## config.mk

```make
export PLATFORM = sky130hd
export DESIGN_NAME = inorder_retire_core
export DESIGN_NICKNAME = d
export VERILOG_FILES = /design/src/rtl/inorder_pkg.sv /design/src/rtl/exec_pipe.sv /design/src/rtl/rob_queue.sv /design/src/rtl/inorder_retire_core.sv
export SDC_FILE = /design/constraint.sdc
export NUM_CORES = 1
export LEC_CHECK = 0
export BUFFER_PORTS_ARGS = -buffer_cell sky130_fd_sc_hd__buf_2
export CORE_MARGIN = 8
export CORE_UTILIZATION = 55
export CTS_CLUSTER_SIZE = 25
export DETAILED_ROUTE_END_ITERATION = 8
export GPL_ROUTABILITY_DRIVEN = 1
export PLACE_DENSITY = 0.81
export SETUP_SLACK_MARGIN = 0.3
export SYNTH_ARGS = -nofsm -noshare
export SYNTH_HDL_FRONTEND = slang
export SYNTH_SLANG_ARGS = --single-unit
```

## constraint.sdc

```tcl
create_clock -name clk -period 4.49 [get_ports clk]
set_input_delay 0.898 -clock clk [delete_from_list [all_inputs] [get_ports clk]]
set_output_delay 0.898 -clock clk [all_outputs]
set_load 0.005 [all_outputs]
```

## src/rtl/inorder_pkg.sv

```systemverilog
package inorder_pkg;
    parameter int TAG_W     = 4;
    parameter int Q_DEPTH   = 8;
    parameter int FP_STAGES = 3;
    parameter int INT_STAGES = 1;
    parameter int NSLOT     = 2;

    localparam int IDX_W = $clog2(Q_DEPTH);
    localparam int CNT_W = $clog2(Q_DEPTH + 1);
    localparam int NMARK = NSLOT + 1;

    typedef logic [TAG_W-1:0] tag_t;
    typedef logic [IDX_W-1:0] idx_t;
    typedef logic [CNT_W-1:0] cnt_t;
endpackage

```

## src/rtl/exec_pipe.sv

```systemverilog
module exec_pipe #(
    parameter int LANES  = 1,
    parameter int STAGES = 3,
    parameter int IW     = 3
) (
    input  logic                       clk,
    input  logic                       rst,
    input  logic [LANES-1:0]           in_vld,
    input  logic [LANES-1:0][IW-1:0]   in_idx,
    output logic [LANES-1:0]           out_vld,
    output logic [LANES-1:0][IW-1:0]   out_idx
);
    typedef struct packed {
        logic [STAGES-1:0][LANES-1:0]         vld;
        logic [STAGES-1:0][LANES-1:0][IW-1:0] idx;
    } pipe_st_t;

    pipe_st_t st_d, st_q;

    always_comb begin
        st_d        = st_q;
        st_d.vld[0] = in_vld;
        st_d.idx[0] = in_idx;
        for (int s = 1; s < STAGES; s++) begin
            st_d.vld[s] = st_q.vld[s-1];
            st_d.idx[s] = st_q.idx[s-1];
        end
    end

    always_ff @(posedge clk) begin
        if (rst) st_q <= '0;
        else     st_q <= st_d;
    end

    assign out_vld = st_q.vld[STAGES-1];
    assign out_idx = st_q.idx[STAGES-1];

    // R2 (integer pipe) and R3 (floating-point pipe): fixed stage latency
    for (genvar l = 0; l < LANES; l++) begin : g_lane_chk
        a_r3_stage_latency: assert property (@(posedge clk) disable iff (rst)
            out_vld[l] |-> $past(in_vld[l], STAGES))
            else $error("pipe lane %0d left without an entry %0d cycles earlier", l, STAGES);
    end
endmodule

```

## src/rtl/rob_queue.sv

```systemverilog
module rob_queue
    import inorder_pkg::*;
#(
    parameter int DEPTH = Q_DEPTH,
    parameter int TW    = TAG_W,
    parameter int NM    = NMARK
) (
    input  logic                              clk,
    input  logic                              rst,
    input  logic [1:0]                        alloc_vld,
    input  logic [1:0][TW-1:0]                alloc_tag,
    output logic [1:0][$clog2(DEPTH)-1:0]     alloc_idx,
    output logic [$clog2(DEPTH+1)-1:0]        free_cnt,
    input  logic [NM-1:0]                     mark_vld,
    input  logic [NM-1:0][$clog2(DEPTH)-1:0]  mark_idx,
    output logic [1:0]                        ret_vld,
    output logic [1:0][TW-1:0]                ret_tag
);
    localparam int IW = $clog2(DEPTH);
    localparam int CW = $clog2(DEPTH + 1);

    typedef struct packed {
        logic [DEPTH-1:0][TW-1:0] tag;
        logic [DEPTH-1:0]         done;
        logic [IW-1:0]            head;
        logic [IW-1:0]            tail;
        logic [CW-1:0]            count;
    } q_st_t;

    q_st_t st_d, st_q;

    function automatic logic [IW-1:0] nxt(input logic [IW-1:0] p);
        return (p == IW'(DEPTH - 1)) ? '0 : p + 1'b1;
    endfunction

    logic [IW-1:0] head_1;
    logic [1:0]    n_alloc, n_ret;

    always_comb begin
        head_1     = nxt(st_q.head);
        ret_vld[0] = (st_q.count != '0) && st_q.done[st_q.head];
        ret_vld[1] = ret_vld[0] && (st_q.count > CW'(1)) && st_q.done[head_1];
        ret_tag[0] = st_q.tag[st_q.head];
        ret_tag[1] = st_q.tag[head_1];

        alloc_idx[0] = st_q.tail;
        alloc_idx[1] = alloc_vld[0] ? nxt(st_q.tail) : st_q.tail;
        free_cnt     = CW'(DEPTH) - st_q.count;

        n_alloc = {1'b0, alloc_vld[0]} + {1'b0, alloc_vld[1]};
        n_ret   = {1'b0, ret_vld[0]} + {1'b0, ret_vld[1]};

        st_d = st_q;
        for (int m = 0; m < NM; m++) begin
            if (mark_vld[m]) st_d.done[mark_idx[m]] = 1'b1;
        end
        for (int a = 0; a < 2; a++) begin
            if (alloc_vld[a]) begin
                st_d.tag[alloc_idx[a]]  = alloc_tag[a];
                st_d.done[alloc_idx[a]] = 1'b0;
            end
        end
        if (n_ret == 2'd2)      st_d.head = nxt(head_1);
        else if (n_ret == 2'd1) st_d.head = head_1;
        if (n_alloc == 2'd2)      st_d.tail = nxt(nxt(st_q.tail));
        else if (n_alloc == 2'd1) st_d.tail = nxt(st_q.tail);
        st_d.count = st_q.count + CW'(n_alloc) - CW'(n_ret);
    end

    always_ff @(posedge clk) begin
        if (rst) st_q <= '0;
        else     st_q <= st_d;
    end

    // occupancy never passes the queue depth
    a_r7_no_overflow: assert property (@(posedge clk) disable iff (rst)
        st_q.count <= CW'(DEPTH))
        else $error("queue occupancy above depth");

    // the dispatch side never asks for more entries than are free
    a_r7_alloc_fits: assert property (@(posedge clk) disable iff (rst)
        CW'($countones(alloc_vld)) <= free_cnt)
        else $error("allocation beyond free entries");

    // an execute pipe only finishes entries that are still pending
    for (genvar m = 0; m < NM; m++) begin : g_mark_chk
        a_r4_mark_pending: assert property (@(posedge clk) disable iff (rst)
            mark_vld[m] |-> !st_q.done[mark_idx[m]])
            else $error("finish mark on an entry already done");
    end
endmodule

```

## src/rtl/inorder_retire_core.sv

```systemverilog
module inorder_retire_core
    import inorder_pkg::*;
(
    input  logic                        clk,
    input  logic                        rst,
    input  logic [NSLOT-1:0]            disp_vld,
    input  logic [NSLOT-1:0]            disp_fp,
    input  logic [NSLOT-1:0][TAG_W-1:0] disp_tag,
    output logic [NSLOT-1:0]            disp_rdy,
    output logic [1:0]                  ret_vld,
    output logic [1:0][TAG_W-1:0]       ret_tag
);
    logic [NSLOT-1:0]            acc;
    logic [1:0][IDX_W-1:0]       slot_idx;
    cnt_t                        free_cnt;
    cnt_t                        need_1;
    logic                        fp_pair;
    logic [0:0]                  fp_in_vld, fp_out_vld;
    logic [0:0][IDX_W-1:0]       fp_in_idx, fp_out_idx;
    logic [NSLOT-1:0]            int_in_vld, int_out_vld;
    logic [NSLOT-1:0][IDX_W-1:0] int_out_idx;
    logic [NMARK-1:0]            mark_vld;
    logic [NMARK-1:0][IDX_W-1:0] mark_idx;

    always_comb begin
        fp_pair     = disp_vld[0] && disp_fp[0] && disp_fp[1];
        need_1      = disp_vld[0] ? CNT_W'(2) : CNT_W'(1);
        disp_rdy[0] = (free_cnt != '0);
        disp_rdy[1] = (free_cnt >= need_1) && !fp_pair;
        acc         = disp_vld & disp_rdy;

        int_in_vld   = acc & ~disp_fp;
        fp_in_vld[0] = (acc[0] && disp_fp[0]) || (acc[1] && disp_fp[1]);
        fp_in_idx[0] = (acc[0] && disp_fp[0]) ? slot_idx[0] : slot_idx[1];

        mark_vld = {fp_out_vld[0], int_out_vld};
        mark_idx = {fp_out_idx[0], int_out_idx};
    end

    exec_pipe #(.LANES(NSLOT), .STAGES(INT_STAGES), .IW(IDX_W)) u_int_pipe (
        .clk     (clk),
        .rst     (rst),
        .in_vld  (int_in_vld),
        .in_idx  (slot_idx),
        .out_vld (int_out_vld),
        .out_idx (int_out_idx)
    );

    exec_pipe #(.LANES(1), .STAGES(FP_STAGES), .IW(IDX_W)) u_fp_pipe (
        .clk     (clk),
        .rst     (rst),
        .in_vld  (fp_in_vld),
        .in_idx  (fp_in_idx),
        .out_vld (fp_out_vld),
        .out_idx (fp_out_idx)
    );

    rob_queue #(.DEPTH(Q_DEPTH), .TW(TAG_W), .NM(NMARK)) u_rob (
        .clk       (clk),
        .rst       (rst),
        .alloc_vld (acc),
        .alloc_tag (disp_tag),
        .alloc_idx (slot_idx),
        .free_cnt  (free_cnt),
        .mark_vld  (mark_vld),
        .mark_idx  (mark_idx),
        .ret_vld   (ret_vld),
        .ret_tag   (ret_tag)
    );

    // two floating-point offers in one cycle never both get accepted
    a_r6_single_fp_entry: assert property (@(posedge clk) disable iff (rst)
        (disp_vld[0] && disp_vld[1] && disp_fp[0] && disp_fp[1]) |-> !disp_rdy[1])
        else $error("second floating-point slot accepted in same cycle");

    // a full queue refuses slot 0
    a_r7_full_blocks: assert property (@(posedge clk) disable iff (rst)
        (free_cnt == '0) |-> !disp_rdy[0])
        else $error("dispatch ready while queue full");

    // the younger lane never retires alone
    a_r5_lane_order: assert property (@(posedge clk) disable iff (rst)
        ret_vld[1] |-> ret_vld[0])
        else $error("lane 1 retired without lane 0");
endmodule

```

==> metrics <==
ys flop type dfxtp_1; sequential fraction of the synthesis area about a third; Die Y roughly 100 microns; total of max-cap violations 0; Setup TNS 0 ns; Post-DP Area 4365 sq um; most common cell after layout, fill and taps aside dfxtp_1; drt via density between 6 and 7; mean area per synthesized cell between 9 and 10 sq um; Tmin final between 3 and 4 ns; Max VDD drop slightly above 400 uV; Initial Util a little under three fifths; ant diodes 0; PD cells about 510 nW/um^2; worst setup margin 0.5124 ns; Worst-Margin Slew approximately 0.94 ns; CP startpoint kind register; Total GRT Usage around 22%; r2r setup slk 0.51 ns; reg2reg start u_rob.st_q[7]$_SDFFE_PP0P_; Critical Path End Type register; GR Overflow Total 0; First-pass DRT Iterations 5; main combinational cell family by area after synthesis multiplexers; Post-synth EDFFs 0; total setup buffers inserted after CTS 0; clock buffer count from CTS 9; Critical Path RT around 4.7 ns; fmax about 0.25 GHz; commonest non-fill, non-tap cells in the layout dfxtp_1 (70), mux2i_1 (38), nor2_1 (37); CTS-repair resized insts 0; Unique masters post-synth 50; synthesized area ~4200 sq um; outcome finished, final reports clean; critical path type register to register; Hold Buf Count CTS 0; Final period util 88.59%; Rel. slew slack 35.57%; DRT iter0 DRCs ~330; Worst-Skew Late Latency 0.36 ns; Slew Limit Fails 0; HP Class register to register; share of cells above drive strength 1 about 16%; crit path from u_rob.st_q[7]$_SDFFE_PP0P_; floorplan row count 32; Mapped Cells 450; P_leak between 1.5 and 2 nW; CTS root buf clkbuf_8; Max clock buf depth 2; vias in the first global route roughly 3600; Max FO, Critical Path 8; FF-to-FF path depth 16; first-pass GRT wire length 17.93 mm; Post-Synth Simple-Gate Area a little under a fifth; total number of vias ~3700; Setup WS pre-CTS about 0.57 ns; clk sinks 70; TritonCTS clock tree built; worst endpoint data arrival time ~4.2 ns; mux cell area share after synthesis a little under a fifth; # IOs 26; Setup crit end u_rob.st_q[3]$_SDFF_PP0_; compound-gate portion of the synthesized area ~16%; WL final roughly 11 mm; NumNets Final 498; antenna violations before repair 0; post-synthesis register bit count 70; # DRC 0; largest net degree at the start of global routing 48; WHS between 0.4 and 0.5 ns; Yosys warning count 0; Post-Syn Nets a little under 500; hold_sp u_fp_pipe.st_d[3]$_SDFF_PP0_; area growth from synthesis to layout 7.706%; Clock Skew around 0.012 ns; Synth Area in XOR/XNOR about 1.5%; reg2reg end u_rob.st_q[3]$_SDFF_PP0_; DRT antenna net count 0; ys async rst share 0%; H-tree levels 3; dpl hpwl a little under 8 mm; post-layout instance area roughly 4500 sq um; final setup fails 0; Die X-Extent a little over 100 microns; adder-cell share of the synthesized area 7.498%; clock-pin slew on the worst setup and hold paths around 0.070 ns; Core Box Area roughly 7600 sq um; unrepaired setup endpoints after global routing false; mean routed wirelength per cell approximately 20 microns; full die area about 11000 sq um; PortBufs 25; routability congestion estimate 0.9888; final hold vios 0
[critical path, stage by stage, from the launching register on]
cell and delay (ns):
dfxtp_1 0.32, ha_1 0.20, ha_1 0.21, or2_2 0.35, inv_2 0.17, mux2i_1 0.10
mux4_2 0.46, a221o_1 0.27, nor2_1 0.19, ha_1 0.22, fa_1 0.47, inv_1 0.09
ha_1 0.22, a21o_1 0.15, a21oi_1 0.20, xnor2_1 0.15, nor2_1 0.05
[worst min path at each step]
stage	slack, ns	end	cells after the start
after floorplan	0.41	u_fp_pipe.out_idx[0]$_SDFF_PP0_	1
after global placement	0.42	u_fp_pipe.st_d[11]$_SDFF_PP0_	1
after global routing	0.46	u_fp_pipe.out_vld$_SDFF_PP0_	1
final	0.44	u_fp_pipe.st_d[6]$_SDFF_PP0_	1
after CTS	0.45	u_fp_pipe.st_d[7]$_SDFF_PP0_	1
after detailed placement	0.43	u_fp_pipe.st_d[7]$_SDFF_PP0_	1
[synth_stat cells (all sizes together), types with 2 or more instances]
library cell	instances	area share, %
mux2i	38	9.0
a32o	3	0.71
a211oi	5	0.89
and3	12	1.8
xor2	3	0.62
o32ai	2	0.42
inv	20	1.8
dfxtp	70	33
mux2	11	2.9
buf	13	1.5
fa	2	0.95
a311oi	3	0.62
mux4	13	7.0
a31oi	5	1.1
a21oi	15	1.8
ha	22	6.5
nor3b	3	0.54
xnor2	4	0.83
o22ai	3	0.45
and2	4	0.59
o21ai	8	0.95
a21o	2	0.36
o21bai	2	0.36
nor4	3	0.45
nand2b	10	1.5
nor2b	21	3.1
nand4b	2	0.42
a221oi	32	6.7
nand4	2	0.30
nand2	26	2.3
nor2	37	3.3
clkbuf	18	1.6
nor3	12	1.4
nand3	13	1.5
[kinds of logic (layout without fill, tap and decap cells)]
group           Yosys count  in the layout
simple gates            150            150
xor+xnor                  7              7
fa+ha+maj                24             24
compound gates           86             86
flops                    70             70
buf+inv                  51             65
mux                      62             62
[cell type report]
class / instances / area (sq um)
well taps: 102 / 127.6
clock buffers: 9 / 123.9
fillers: 642 / 3038
multi-input cells: 329 / 2599
inverters: 20 / 75.07
clock inverters: 6 / 40.04
flip-flops and latches: 70 / 1401
repair buffers: 30 / 162.7
[power breakdown]
part	internal, mW	switching, mW	leakage [nW]
sequential	0.737	0.122	0.569
combinational	0.415	0.573	1.33
clock	0.196	0.250	0.0848
total	1.35	0.945	1.98
[per-stage QoR]
step                      total power [mW]  util [%]  cells
after floorplan                      1.564         -    450
after global placement               1.802     57.69    551
after detailed placement             1.831     57.69    551
after global routing                 2.435     59.85    566
final                                2.293     59.85    566
after CTS                            2.274     59.85    566
[flip-flops by register name (all words and copies together) (netlist names)]
signal              flops
u_rob.alloc_idx         3
u_fp_pipe.out_idx       3
u_fp_pipe.st_d          8
u_int_pipe.out_vld      2
u_fp_pipe.out_vld       1
u_rob.st_q             47
u_int_pipe.out_idx      6
[metal layers]
layer / share of wire, % / up-vias / track usage, %
met2: 48 / 183 / 35.45
met4: 2.6 / 0 / 11.01
met1: 41 / 1776 / 27.64
met3: 7.8 / 27 / 4.351
met5: 0 / - / 0
li1: - / 1687 / -
Power figures use the tool's default switching activity.
